**src/rtl/gpio_pkg.sv**
```systemverilog
// Shared definitions for the GPIO port controller.
// Assumes an 8-bit data bus; register selection is carried as an enum.
package gpio_pkg;
    localparam int BUS_W = 8;

    typedef enum logic [2:0] {
        SEL_NONE  = 3'd0,
        SEL_WDATA = 3'd1,
        SEL_WDIR  = 3'd2,
        SEL_WPUE  = 3'd3,
        SEL_NDATA = 3'd4,
        SEL_NDIR  = 3'd5
    } reg_sel_e;
endpackage

```
**src/rtl/gpio_sync.sv**
```systemverilog
// Two-flop synchronizer for asynchronous pin levels.
// Assumes pins may change at any time; output lags input by two edges.
module gpio_sync #(
    parameter int W = 7
) (
    input  logic         clk,
    input  logic         rst_n,
    input  logic [W-1:0] async_in,
    output logic [W-1:0] sync_out
);
    logic [W-1:0] stage1;

    // Capture pin levels through two flops; reset clears both stages.
    always_ff @(posedge clk) begin
        if (!rst_n) begin
            stage1   <= '0;
            sync_out <= '0;
        end else begin
            stage1   <= async_in;
            sync_out <= stage1;
        end
    end
endmodule

```
**src/rtl/gpio_addr_decode.sv**
```systemverilog
// Maps a byte address onto one of the port registers.
// Assumes all register addresses are distinct; anything else selects none.
module gpio_addr_decode
    import gpio_pkg::*;
#(
    parameter int              ADDR_W  = 8,
    parameter logic [ADDR_W-1:0] A_WDATA = 8'h03,
    parameter logic [ADDR_W-1:0] A_WDIR  = 8'h07,
    parameter logic [ADDR_W-1:0] A_WPUE  = 8'h0F,
    parameter logic [ADDR_W-1:0] A_NDATA = 8'h08,
    parameter logic [ADDR_W-1:0] A_NDIR  = 8'h0C
) (
    input  logic [ADDR_W-1:0] addr,
    output reg_sel_e          sel
);
    // Compare the address against each register location.
    always_comb begin
        if (addr == A_WDATA)      sel = SEL_WDATA;
        else if (addr == A_WDIR)  sel = SEL_WDIR;
        else if (addr == A_WPUE)  sel = SEL_WPUE;
        else if (addr == A_NDATA) sel = SEL_NDATA;
        else if (addr == A_NDIR)  sel = SEL_NDIR;
        else                      sel = SEL_NONE;
    end
endmodule

```
**src/rtl/gpio_wide_port.sv**
```systemverilog
// Wide GPIO port: per-pin data latch, direction and pullup enable.
// Assumes write strobes are already qualified by address. Data latches
// have no reset. A pullup is gated off combinationally while its pin drives.
module gpio_wide_port #(
    parameter int N = 7
) (
    input  logic         clk,
    input  logic         rst_n,
    input  logic         we_data,
    input  logic         we_dir,
    input  logic         we_pue,
    input  logic [N-1:0] wval,
    input  logic [N-1:0] pin_in,
    output logic [N-1:0] pin_out,
    output logic [N-1:0] pin_oe,
    output logic [N-1:0] pin_pu,
    output logic [N-1:0] rd_data,
    output logic [N-1:0] rd_dir,
    output logic [N-1:0] rd_pue
);
    logic [N-1:0] lat;
    logic [N-1:0] dir;
    logic [N-1:0] pue;
    logic [N-1:0] pin_s;

    // Data latch: loaded by writes only, untouched by reset.
    always_ff @(posedge clk) begin
        if (we_data) lat <= wval;
    end

    // Direction and pullup enables: cleared by reset, loaded by writes.
    always_ff @(posedge clk) begin
        if (!rst_n) begin
            dir <= '0;
            pue <= '0;
        end else begin
            if (we_dir) dir <= wval;
            if (we_pue) pue <= wval;
        end
    end

    gpio_sync #(.W(N)) u_sync (
        .clk      (clk),
        .rst_n    (rst_n),
        .async_in (pin_in),
        .sync_out (pin_s)
    );

    // Per-pin pad controls and read-back source selection.
    for (genvar i = 0; i < N; i++) begin : g_pin
        assign pin_pu[i]  = pue[i] & ~dir[i];
        assign rd_data[i] = dir[i] ? lat[i] : pin_s[i];
    end

    assign pin_out = lat;
    assign pin_oe  = dir;
    assign rd_dir  = dir;
    assign rd_pue  = pue;
endmodule

```
**src/rtl/gpio_narrow_port.sv**
```systemverilog
// Narrow GPIO port that a serial transmitter/receiver may take over.
// Assumes N >= 2 with TX on pin TX_BIT and RX on pin RX_BIT. The serial
// function overrides direction, but read-back still follows the direction bits.
module gpio_narrow_port #(
    parameter int N      = 2,
    parameter int TX_BIT = 0,
    parameter int RX_BIT = 1
) (
    input  logic         clk,
    input  logic         rst_n,
    input  logic         we_data,
    input  logic         we_dir,
    input  logic [N-1:0] wval,
    input  logic [N-1:0] pin_in,
    input  logic         ser_en,
    input  logic         ser_tx,
    output logic         ser_rx,
    output logic [N-1:0] pin_out,
    output logic [N-1:0] pin_oe,
    output logic [N-1:0] rd_data,
    output logic [N-1:0] rd_dir
);
    logic [N-1:0] lat;
    logic [N-1:0] dir;
    logic [N-1:0] pin_s;

    // Data latch: loaded by writes only, untouched by reset.
    always_ff @(posedge clk) begin
        if (we_data) lat <= wval;
    end

    // Direction register: cleared by reset, loaded by writes.
    always_ff @(posedge clk) begin
        if (!rst_n)      dir <= '0;
        else if (we_dir) dir <= wval;
    end

    gpio_sync #(.W(N)) u_sync (
        .clk      (clk),
        .rst_n    (rst_n),
        .async_in (pin_in),
        .sync_out (pin_s)
    );

    // Per-pin pad control with serial override on the TX and RX pins.
    for (genvar i = 0; i < N; i++) begin : g_pin
        if (i == TX_BIT) begin : g_tx
            assign pin_oe[i]  = ser_en | dir[i];
            assign pin_out[i] = ser_en ? ser_tx : lat[i];
        end else if (i == RX_BIT) begin : g_rx
            assign pin_oe[i]  = ~ser_en & dir[i];
            assign pin_out[i] = lat[i];
        end else begin : g_plain
            assign pin_oe[i]  = dir[i];
            assign pin_out[i] = lat[i];
        end
        assign rd_data[i] = dir[i] ? lat[i] : pin_s[i];
    end

    assign ser_rx = ser_en ? pin_in[RX_BIT] : 1'b1;
    assign rd_dir = dir;
endmodule

```
**src/rtl/gpio_port_ctrl.sv**
```systemverilog
// Top of the GPIO port controller: address decode, write strobes, read mux.
// Assumes port widths below the bus width; read data is combinational
// from bus_addr, and writes land on the clock edge with bus_wr high.
module gpio_port_ctrl
    import gpio_pkg::*;
#(
    parameter int                ADDR_W   = 8,
    parameter int                WIDE_N   = 7,
    parameter int                NARROW_N = 2,
    parameter logic [ADDR_W-1:0] A_WDATA  = 8'h03,
    parameter logic [ADDR_W-1:0] A_WDIR   = 8'h07,
    parameter logic [ADDR_W-1:0] A_WPUE   = 8'h0F,
    parameter logic [ADDR_W-1:0] A_NDATA  = 8'h08,
    parameter logic [ADDR_W-1:0] A_NDIR   = 8'h0C
) (
    input  logic                clk,
    input  logic                rst_n,
    input  logic [ADDR_W-1:0]   bus_addr,
    input  logic                bus_wr,
    input  logic [BUS_W-1:0]    bus_wdata,
    output logic [BUS_W-1:0]    bus_rdata,
    input  logic [WIDE_N-1:0]   wpin_in,
    output logic [WIDE_N-1:0]   wpin_out,
    output logic [WIDE_N-1:0]   wpin_oe,
    output logic [WIDE_N-1:0]   wpin_pu,
    input  logic [NARROW_N-1:0] npin_in,
    output logic [NARROW_N-1:0] npin_out,
    output logic [NARROW_N-1:0] npin_oe,
    input  logic                ser_en,
    input  logic                ser_tx,
    output logic                ser_rx
);
    reg_sel_e            sel;
    logic [WIDE_N-1:0]   w_rd_data, w_rd_dir, w_rd_pue;
    logic [NARROW_N-1:0] n_rd_data, n_rd_dir;
    logic                unused_wdata_hi;

    assign unused_wdata_hi = ^bus_wdata[BUS_W-1:WIDE_N];

    gpio_addr_decode #(
        .ADDR_W (ADDR_W),
        .A_WDATA(A_WDATA),
        .A_WDIR (A_WDIR),
        .A_WPUE (A_WPUE),
        .A_NDATA(A_NDATA),
        .A_NDIR (A_NDIR)
    ) u_dec (
        .addr(bus_addr),
        .sel (sel)
    );

    gpio_wide_port #(.N(WIDE_N)) u_wide (
        .clk    (clk),
        .rst_n  (rst_n),
        .we_data(bus_wr && (sel == SEL_WDATA)),
        .we_dir (bus_wr && (sel == SEL_WDIR)),
        .we_pue (bus_wr && (sel == SEL_WPUE)),
        .wval   (bus_wdata[WIDE_N-1:0]),
        .pin_in (wpin_in),
        .pin_out(wpin_out),
        .pin_oe (wpin_oe),
        .pin_pu (wpin_pu),
        .rd_data(w_rd_data),
        .rd_dir (w_rd_dir),
        .rd_pue (w_rd_pue)
    );

    gpio_narrow_port #(.N(NARROW_N), .TX_BIT(0), .RX_BIT(1)) u_narrow (
        .clk    (clk),
        .rst_n  (rst_n),
        .we_data(bus_wr && (sel == SEL_NDATA)),
        .we_dir (bus_wr && (sel == SEL_NDIR)),
        .wval   (bus_wdata[NARROW_N-1:0]),
        .pin_in (npin_in),
        .ser_en (ser_en),
        .ser_tx (ser_tx),
        .ser_rx (ser_rx),
        .pin_out(npin_out),
        .pin_oe (npin_oe),
        .rd_data(n_rd_data),
        .rd_dir (n_rd_dir)
    );

    // Read mux: zero-extend the selected register, zero for unmapped.
    always_comb begin
        bus_rdata = '0;
        case (sel)
            SEL_WDATA: bus_rdata = BUS_W'(w_rd_data);
            SEL_WDIR:  bus_rdata = BUS_W'(w_rd_dir);
            SEL_WPUE:  bus_rdata = BUS_W'(w_rd_pue);
            SEL_NDATA: bus_rdata = BUS_W'(n_rd_data);
            SEL_NDIR:  bus_rdata = BUS_W'(n_rd_dir);
            default:   bus_rdata = '0;
        endcase
    end
endmodule

```
**config.mk**
```make
export PLATFORM = sky130hd
export DESIGN_NAME = gpio_port_ctrl
export DESIGN_NICKNAME = d
export VERILOG_FILES = /design/src/rtl/gpio_pkg.sv /design/src/rtl/gpio_sync.sv /design/src/rtl/gpio_addr_decode.sv /design/src/rtl/gpio_wide_port.sv /design/src/rtl/gpio_narrow_port.sv /design/src/rtl/gpio_port_ctrl.sv
export SDC_FILE = /design/constraint.sdc
export NUM_CORES = 1
export LEC_CHECK = 0
export CAP_MARGIN = 15
export CORE_MARGIN = 2
export CORE_UTILIZATION = 45
export CTS_CLUSTER_DIAMETER = 50
export CTS_CLUSTER_SIZE = 28
export DETAILED_ROUTE_END_ITERATION = 12
export DONT_BUFFER_PORTS = 1
export GPL_ROUTABILITY_DRIVEN = 0
export PLACE_DENSITY = 0.63
export SYNTH_ARGS = -nofsm -noshare
export SYNTH_HDL_FRONTEND = slang
export SYNTH_SLANG_ARGS = --single-unit
```
**constraint.sdc**
```tcl
create_clock -name clk -period 2.72 [get_ports clk]
set_input_delay 0.544 -clock clk [delete_from_list [all_inputs] [get_ports clk]]
set_output_delay 0.544 -clock clk [all_outputs]
set_load 0.02 [all_outputs]
```
==> impl_metrics.ini <==
[run_status]
status = finished clean

[setup_path]
worstPathRequired_ps = 2180
max_stage_delay_ps = 550
crit_path_end_kind = output port
crit_chain = or4_4 > a2111oi_0 > or3_1
path_class = in2out
start_kind = input pin
cp_slowest_cell = or4_4
cp_data_arrival_time_ps = 1730
cp_max_fo = 4

[power]
p_total_w = 0.001080
leakagePower_nw = 0.7227
irDropWorstVdd_mv = 0.3293
cellPowerDensity_nw_per_um2 = 564.0

[timing]
maxSlewHeadroom_pct = 65.76
clock.fmax_ghz = 0.4396
drv_slew = 0
fin_tns_setup_ps = 0
rsz0062_at_grt = no
setup_viol = 0
finalHoldViolCount = 0
worst_pin_slew_ps = 511.9
fin_skew_ps = 2.599
hold_ws_ps = 354.8
layout_worst_path_cycle_share_pct = 83.63
period_needed_ps = 2275

[global_route]
met2_usage_pct = 25.87
grt_max_degree = 42
grt_pass1_vias = 1132
grt_use_met3_pct = 4.333
grt_pass1_wl_mm = 5.368
grt_busiest_layer = met2
antenna_found_initial = 0
grt_overflow = 0
track_usage_pct = 16.25
use_met1_pct = 20.72

[floorplanning]
die_w_um = 67.34
ios = 64
die-area_um2 = 4535
core_area_um2 = 3943
num_rows = 23
start_util_pct = 45.79
die_h_um = 67.34

[synthesis]
ys_seq_area_share_pct = 52.67
ys_warn_count = 0
synth.avg_cell_area_um2 = 9.975
synth-seq-cells = 43
yosysUniqueCellTypes = 28
synth_fp_nets = 211
syn-instance-count = 181
post_synth_instance_area_um2 = 1805

[routing]
route.detailed.drc = 0
num_vias = 1223
drt-pass1-iter-count = 3
wl_mm = 3.573
wire_per_inst_um = 15.53
drt_iter0_markers = 53
vias_per_cell = 5.317
detail-route-antenna-nets = 0

[finish]
area_delta_synth_final_pct = 6.099
nNetsFinal = 209
multiInputGateArea_um2 = 799.5
fillers = 377
final_common_cell = dfxtp_1
diodes = 0
final_cell_mix = dfxtp_1 (34), nand2_1 (21), and2_1 (20)
final_cell_area_um2 = 1916
regArea_um2 = 950.9
drive_gt1_share_pct = 9.444

[cts]
cts_resized = 0
cts_buffers = 5
clock-root-buffer = clkbuf_8
clk_path_buf_depth = 2
cts.sinks = 43
cts_tree = yes
clk_pin_slew_worst_paths_ps = 80
clk_latency_ps = 280
hold_buffers = 0
post-cts-setup-buffers = 0
htree_levels = 2

[worst_hold_path]
hp-class = in2reg

[placement]
placedInstanceArea_um2 = 1832
io_buffers = 0
dp.final_hpwl_mm = 2.609

[flow_run]
maxCapViolations = 0
## sequential cells by signal, summed over array words and instances (netlist names)
name,cells
u_narrow.lat,2
u_narrow.rd_dir,2
u_narrow.u_sync.stage1,2
u_narrow.u_sync.sync_out,2
u_wide.pin_oe,7
u_wide.pin_out,7
u_wide.rd_pue,7
u_wide.u_sync.stage1,7
u_wide.u_sync.sync_out,7
## per-stage QoR
stage               setup WS [ps]  util [%]  instances
global placement            460.1     46.46        222
CTS                         433.6     48.59        230
detailed placement          434.0     46.46        222
finish                      445.4     48.59        230
global route                345.4     48.59        230
floorplan                   482.0         -        181
## worst paths after layout
check / startpoint / cells past startpoint / endpoint / slack [ps]
max reg2reg: u_wide.pin_oe[5]$_SDFFE_PN0P_ / 2 / u_wide.pin_oe[5]$_SDFFE_PN0P_ / 1900
max: bus_addr[7] / 3 / bus_rdata[0] / 450
min reg2reg: u_narrow.u_sync.stage1[0]$_SDFF_PN0_ / 1 / u_narrow.u_sync.sync_out[0]$_SDFF_PN0_ / 440
min: bus_wdata[5] / 0 / u_wide.pin_out[5]$_DFFE_PP_ / 350
## cell type report
| cell class | count | area share [%] |
|---|---|---|
| clock inverter | 2 | 0.5879 |
| inverter | 1 | 0.1960 |
| tap | 50 | 3.266 |
| multi-input combinational | 126 | 41.74 |
| sequential | 43 | 49.64 |
| clock buffer | 6 | 3.788 |
| timing repair buffer | 2 | 0.7838 |
## metal layers
metal / up-vias / part of all wire, %
met5: - / 0
li1: 603 / -
met3: 5 / 6.0
met4: 0 / 1.6
met1: 574 / 44
met2: 41 / 48
## worst max-delay path, delay by kind of cell
family / cells / cell delay (ps)
and+or+nand+nor: 2 / 840
AOI/OAI and AO/OA: 1 / 350
## cell usage after synthesis
cell type	n	area share [%]
or4_4	1	0.62
nand2_1	21	4.4
nor2b_1	15	5.2
nor2_1	10	2.1
buf_4	2	0.83
a2111oi_0	2	0.97
nor3b_1	2	0.83
buf_2	2	0.55
or2_2	1	0.35
or3_1	2	0.69
or3b_1	5	2.4
nor4_2	1	0.69
clkbuf_1	7	1.5
nand2b_1	2	0.69
dfxtp_1	34	38
edfxtp_1	9	15
and2_1	20	6.9
nor4_1	2	0.69
mux2i_1	16	8.9
o21ai_1	5	1.4
nor3_1	2	0.55
inv_2	1	0.21
a21oi_1	14	3.9
conb_1	1	0.21
nor3_4	1	0.90
or3_4	1	0.62
nand4_2	1	0.69
mux2_2	1	0.62
## where the power goes
part | switching, W | leakage (nW) | internal, W
Clock | 0.000197 | 0.0455 | 0.000180
Combinational | 0.0000191 | 0.319 | 0.0000176
Sequential | 0.00000365 | 0.359 | 0.000663
## logic make-up after synthesis
group           after synthesis  share of synthesized area (%)
simple gates                 87                          28.34
flops                        43                          52.67
compound gates               21                          6.237
mux                          17                          9.494
buf+inv                      12                          3.049
other cells                   1                         0.2077
Note: power is estimated with default switching activity, not from simulation.
